`config.mk`:
```
export PLATFORM = sky130hd
export DESIGN_NAME = hb_gate_logic
export DESIGN_NICKNAME = d
export VERILOG_FILES = /design/src/rtl/hb_gate_pkg.sv /design/src/rtl/hb_zc_track.sv /design/src/rtl/hb_pair_select.sv /design/src/rtl/hb_fault_mask.sv /design/src/rtl/hb_gate_logic.sv
export SDC_FILE = /design/constraint.sdc
export NUM_CORES = 1
export LEC_CHECK = 0
export BUFFER_PORTS_ARGS = -buffer_cell sky130_fd_sc_hd__buf_2
export CAP_MARGIN = 20
export CORE_AREA = 2 2 39 41
export DETAILED_ROUTE_END_ITERATION = 16
export DIE_AREA = 0 0 41 43
export HOLD_SLACK_MARGIN = 0.12
export PLACE_DENSITY = 0.44
export SLEW_MARGIN = 15
export SYNTH_ARGS = -nofsm -noshare
export SYNTH_HDL_FRONTEND = slang
export SYNTH_SLANG_ARGS = --single-unit
```
`constraint.sdc`:
```
create_clock -name clk -period 1.2 [get_ports clk]
set_input_delay 0.12 -clock clk [delete_from_list [all_inputs] [get_ports clk]]
set_output_delay 0.12 -clock clk [all_outputs]
set_load 0.02 [all_outputs]
```
`src/rtl/hb_gate_pkg.sv`:
```
package hb_gate_pkg;

   typedef enum logic [1:0] {
      SR_OFF        = 2'b00,
      SR_PASSIVE    = 2'b01,
      SR_ACTIVE     = 2'b10,
      SR_ACTIVE_ALT = 2'b11
   } sr_mode_e;

   typedef struct packed {
      logic src_a;
      logic src_b;
      logic snk_a;
      logic snk_b;
   } gates_t;

   localparam gates_t GATES_OFF = '{src_a: 1'b0, src_b: 1'b0, snk_a: 1'b0, snk_b: 1'b0};

   // diagonal pair conducting for a given direction
   function automatic gates_t diag_pair(input logic a_high);
      gates_t g;
      g.src_a = a_high;
      g.snk_b = a_high;
      g.src_b = ~a_high;
      g.snk_a = ~a_high;
      return g;
   endfunction

endpackage

```
`src/rtl/hb_zc_track.sv`:
```
module hb_zc_track #(
   parameter int ZC_FILTER = 1
) (
   input  logic clk,
   input  logic rst_n,
   input  logic in_decay_i,
   input  logic zero_cur_i,
   output logic cutoff_o
);

   logic hit;
   logic done_q;

   generate
      if (ZC_FILTER < 1) begin : g_bad_filter
         $error("hb_zc_track: ZC_FILTER must be at least 1");
      end

      if (ZC_FILTER == 1) begin : g_direct
         assign hit = in_decay_i & zero_cur_i;
      end else begin : g_filtered
         localparam int CNT_W = $clog2(ZC_FILTER);
         localparam logic [CNT_W-1:0] CNT_TOP = CNT_W'(ZC_FILTER - 1);
         logic [CNT_W-1:0] run_q;

         always_ff @(posedge clk or negedge rst_n) begin
            if (!rst_n) begin
               run_q <= '0;
            end else if (!in_decay_i || !zero_cur_i) begin
               run_q <= '0;
            end else if (run_q != CNT_TOP) begin
               run_q <= run_q + 1'b1;
            end
         end

         assign hit = in_decay_i & zero_cur_i & (run_q == CNT_TOP);
      end
   endgenerate

   always_ff @(posedge clk or negedge rst_n) begin
      if (!rst_n) begin
         done_q <= 1'b0;
      end else if (!in_decay_i) begin
         done_q <= 1'b0;
      end else if (hit) begin
         done_q <= 1'b1;
      end
   end

   assign cutoff_o = done_q | hit;

endmodule

```
`src/rtl/hb_pair_select.sv`:
```
module hb_pair_select
   import hb_gate_pkg::*;
(
   input  logic       drive_i,
   input  logic       phase_i,
   input  logic       slow_i,
   input  logic [1:0] sr_mode_i,
   input  logic       cutoff_i,
   output gates_t     gates_o
);

   sr_mode_e mode;
   logic     sr_on;
   logic     hold_opp;

   assign mode     = sr_mode_e'(sr_mode_i);
   assign sr_on    = (mode != SR_OFF);
   assign hold_opp = (mode == SR_ACTIVE) || (mode == SR_ACTIVE_ALT) ||
                     ((mode == SR_PASSIVE) && !cutoff_i);

   always_comb begin
      gates_o = GATES_OFF;
      if (drive_i) begin
         gates_o = diag_pair(phase_i);
      end else if (slow_i) begin
         if (sr_on) begin
            gates_o.snk_a = 1'b1;
            gates_o.snk_b = 1'b1;
         end else begin
            gates_o.snk_b = phase_i;
            gates_o.snk_a = ~phase_i;
         end
      end else if (hold_opp) begin
         gates_o = diag_pair(~phase_i);
      end
   end

endmodule

```
`src/rtl/hb_fault_mask.sv`:
```
module hb_fault_mask
   import hb_gate_pkg::*;
(
   input  gates_t raw_i,
   input  logic   flt_temp_i,
   input  logic   flt_vreg_i,
   input  logic   flt_cpump_i,
   input  logic   flt_uvlo_i,
   output gates_t gates_o
);

   logic kill_all;

   assign kill_all = flt_temp_i | flt_vreg_i | flt_uvlo_i;

   always_comb begin
      gates_o = raw_i;
      if (kill_all) begin
         gates_o = GATES_OFF;
      end else if (flt_cpump_i) begin
         gates_o.src_a = 1'b0;
         gates_o.src_b = 1'b0;
      end
   end

endmodule

```
`src/rtl/hb_gate_logic.sv`:
```
module hb_gate_logic
   import hb_gate_pkg::*;
#(
   parameter int ZC_FILTER = 1
) (
   input  logic       clk,
   input  logic       rst_n,
   input  logic       drive_i,
   input  logic       phase_i,
   input  logic       slow_i,
   input  logic [1:0] sr_mode_i,
   input  logic       zero_cur_i,
   input  logic       flt_temp_i,
   input  logic       flt_vreg_i,
   input  logic       flt_cpump_i,
   input  logic       flt_uvlo_i,
   output logic       src_a_o,
   output logic       src_b_o,
   output logic       snk_a_o,
   output logic       snk_b_o
);

   logic   cutoff;
   gates_t raw;
   gates_t masked;
   gates_t out_q;

   hb_zc_track #(.ZC_FILTER(ZC_FILTER)) u_zc (
      .clk        (clk),
      .rst_n      (rst_n),
      .in_decay_i (~drive_i),
      .zero_cur_i (zero_cur_i),
      .cutoff_o   (cutoff)
   );

   hb_pair_select u_sel (
      .drive_i   (drive_i),
      .phase_i   (phase_i),
      .slow_i    (slow_i),
      .sr_mode_i (sr_mode_i),
      .cutoff_i  (cutoff),
      .gates_o   (raw)
   );

   hb_fault_mask u_mask (
      .raw_i       (raw),
      .flt_temp_i  (flt_temp_i),
      .flt_vreg_i  (flt_vreg_i),
      .flt_cpump_i (flt_cpump_i),
      .flt_uvlo_i  (flt_uvlo_i),
      .gates_o     (masked)
   );

   always_ff @(posedge clk or negedge rst_n) begin
      if (!rst_n) begin
         out_q <= GATES_OFF;
      end else begin
         out_q <= masked;
      end
   end

   assign src_a_o = out_q.src_a;
   assign src_b_o = out_q.src_b;
   assign snk_a_o = out_q.snk_a;
   assign snk_b_o = out_q.snk_b;

   AST_NO_SHOOT_A: assert property (@(posedge clk) disable iff (!rst_n) !(src_a_o && snk_a_o));
   AST_NO_SHOOT_B: assert property (@(posedge clk) disable iff (!rst_n) !(src_b_o && snk_b_o));
   AST_HARD_FAULT_OFF: assert property (@(posedge clk) disable iff (!rst_n)
      $past(rst_n) && $past(flt_temp_i || flt_vreg_i) |-> !(src_a_o || src_b_o || snk_a_o || snk_b_o));
   AST_UVLO_OFF: assert property (@(posedge clk) disable iff (!rst_n)
      $past(rst_n) && $past(flt_uvlo_i) |-> !(src_a_o || src_b_o || snk_a_o || snk_b_o));
   AST_CPUMP_SRC_OFF: assert property (@(posedge clk) disable iff (!rst_n)
      $past(rst_n) && $past(flt_cpump_i) |-> !(src_a_o || src_b_o));
   AST_SLOW_BRAKE: assert property (@(posedge clk) disable iff (!rst_n)
      $past(rst_n && !drive_i && slow_i && (sr_mode_i != 2'b00) &&
            !flt_temp_i && !flt_vreg_i && !flt_cpump_i && !flt_uvlo_i)
      |-> (snk_a_o && snk_b_o && !src_a_o && !src_b_o));
   AST_DRIVE_PAIR: assert property (@(posedge clk) disable iff (!rst_n)
      $past(rst_n && drive_i && !flt_temp_i && !flt_vreg_i && !flt_cpump_i && !flt_uvlo_i)
      |-> (src_a_o == $past(phase_i)) && (snk_b_o == $past(phase_i)) &&
          (src_b_o != $past(phase_i)) && (snk_a_o != $past(phase_i)));

endmodule

```
==> metrics.md <==
| Metric | Value |
|---|---|
| Status | completed |
| Cell Rows | 14 |
| Synthesized flop and latch total | 5 |
| Psw | 102.4 uW |
| Total negative slack | 0 ps |
| WL/cell | 9.133 um |
| Layout area overhead | 48.17% |
| WP data required | 1310 ps |
| Sink Count | 5 |
| Max-cap violations | 0 |
| Final Setup Violations | 0 |
| Mux cell area share after synthesis | 0% |
| DRC violations left | 0 |
| Largest family of logic cells by synthesized area | compound AO/OA/AOI/OAI gates |
| Mapped Area | 272.8 um2 |
| Clk_lat worst skew | 240 ps |
| Sequential share of power | 40.6% |
| Number of port buffers | 15 |
| RSZ-0062 raised after global routing | no |
| Drt pass-1 iters | 1 |
| Post-cts sizing count | 0 |
| Net Sw Frac | 23.52% |
| Syn_area_per_cell | 11.37 um2 |
| Io pins | 16 |
| Yosys cell types | 13 |
| TritonCTS buffer count | 3 |
| Die area | 1763 um2 |
| Synth Area in XOR/XNOR | 0% |
| Synthesized-area fraction occupied by adder cells | 0% |
| Die X | 41 um |
| Initial Util | 19.71% |
| Final Slew Violations | 0 |
| Element type at the critical path start | flip-flop |
| Via count | 241 |
| Hold_buf cts | 1 |
| Nets | 57 |
| Vias in the first global route | 214 |
| Max clock buf depth | 2 |
| Routability cong. | 0.7121 |
| Largest net degree at the start of global routing | 9 |
| Synth Area in Simple Gates | 26.61% |
| Initial antenna violation count | 0 |
| Total gr overflow | 0 |
| Initial drt markers | 0 |
| Core ar. | 1384 um2 |
| Post-CTS Setup Bufs | 0 |
| Crit share post-route | 76.77% |
| Ys Warns | 0 |
| H-tree depth | 1 |
| Worst-case clock skew | 0.2335 ps |
| Ratio of cells with drive above 1 in the final layout | 54.55% |
| CP endpoint kind | flip-flop |
| Compound-Gate Fraction of Synth Area | 27.52% |
| Dpl cell area | 367.9 um2 |
| Final Hold Viols | 0 |
| Routed Antenna Nets | 0 |
| Fmax | 1085 MHz |
| Die Y | 43 um |
| Hold Crit Class | in2reg |
| Clock transition at path regs | 40 ps |
| Post-Syn Nets | 36 |
| Clk pwr share | 43.3% |
| Ant. Diodes | 0 |
| PwrDens | 1077 nW/um2 |
| DRT Wirelength | 548 um |
| First-pass GRT wire length | 841 um |
| Final min period | 921.3 ps |
| Post-Synthesis Cells | 24 |
| Cell Int Power | 332.9 uW |
| GRT Overall Usage | 7.654% |
| Via/cell ratio | 4.017 |
| Worst IR Drop VDD | 0.0002595 V |
| Seq/Total Area, Yosys | 45.87% |
| Critical path class | reg2reg |
| CTS tree | done |
| Final Cell Area | 404.1 um2 |
| Combinational share of power | 16.1% |
| CTS root buffer | clkbuf_4 |
| Max_slew headroom | 79.59% |
| CP Max Fanout | 2 |
| Pleak | 0.0001884 uW |
| WP data arrival | 1030 ps |
| Tightest Pin Transition | 302.8 ps |
worst paths after layout:
path / start / endpoint / slack [ps] / cells after the start
min in group asynchronous: rst_n / src_a_o$_DFF_PN0_ / 220 / 2
min reg2reg: u_zc.done_q$_DFFE_PN0P_ / u_zc.done_q$_DFFE_PN0P_ / 570 / 2
max: u_zc.done_q$_DFFE_PN0P_ / snk_b_o$_DFF_PN0_ / 280 / 3
max reg2reg: u_zc.done_q$_DFFE_PN0P_ / snk_b_o$_DFF_PN0_ / 280 / 3
max in group asynchronous: rst_n / u_zc.done_q$_DFFE_PN0P_ / 850 / 2
min: flt_uvlo_i / snk_a_o$_DFF_PN0_ / 140 / 4
cell type report:
cell class	instances	area, um2
timing repair buffer	16	85.08
sequential	5	125.1
tap	16	20.02
clock buffer	4	26.28
fill	151	979.7
multi-input combinational	19	147.6
synthesized netlist by cell type:
master | instances | share of area (%)
o21a_1 | 1 | 2.8
nor3b_2 | 2 | 9.2
nor3_2 | 2 | 7.3
a211oi_1 | 1 | 2.8
nand2b_1 | 2 | 4.6
o21ai_0 | 1 | 1.8
o41ai_2 | 1 | 6.0
nand2_1 | 1 | 1.4
a21oi_1 | 2 | 3.7
o21ai_1 | 2 | 3.7
dfrtp_1 | 5 | 46
nor2_1 | 3 | 4.1
o21bai_4 | 1 | 6.9
per-stage QoR:
step                      hold WS (ps)  total power [uW]  worst slack (ps)  util (%)  instances
after floorplan                 -175.6             207.6             372.4         -         24
after global routing             151.9             463.4             220.1     29.20         60
after global placement          -60.63             248.4             246.1     26.58         55
after detailed placement        -62.62             247.9             277.8     26.58         55
final                            141.3             435.3             278.7     29.20         60
after CTS                        135.8             446.2             274.5     29.20         60
flip-flops by register name (all words and copies together), names as in the netlist:
signal       cells
snk_a_o          1
snk_b_o          1
src_a_o          1
src_b_o          1
u_zc.done_q      1
power groups by stage:
stage          Combinational, uW  Sequential, uW  Clock [uW]
4_1_cts                     71.1             177         198
6_report                    70.2             177         188
3_5_place_dp                68.7             179           0
3_3_place_gp                69.6             179           0
2_1_floorplan               24.7             183           0
5_1_grt                     77.5             177         209
layer usage:
metal  track usage, %  share of wire, %
met2            9.063                46
met3           0.5236                11
met1            9.091                42
met4            12.00                 0
met5                0                 0
placed cells by master, fill, tap and decap left out, drive strengths merged:
| cell | synthesis | routed |
|---|---|---|
| nand2 | 1 | 1 |
| o21a | 1 | 1 |
| nor2 | 3 | 3 |
| clkbuf | 0 | 4 |
| a211oi | 1 | 1 |
| a21oi | 2 | 2 |
| buf | 0 | 15 |
| nand2b | 2 | 2 |
| nor3b | 2 | 2 |
| o21bai | 1 | 1 |
| o41ai | 1 | 1 |
| dlygate4sd3 | 0 | 1 |
| nor3 | 2 | 2 |
| o21ai | 3 | 3 |
| dfrtp | 5 | 5 |
worst max-delay path: stages, from the launching register on:
cell and delay [ps]:
dfrtp_1 360, nor2_1 70, o41ai_2 260, nor2_1 100
logic make-up after synthesis:
family           Yosys count
AND/OR/NAND/NOR           10
AO/OA/AOI/OAI              9
flip-flops                 5
(Power assumes the default switching activity.)
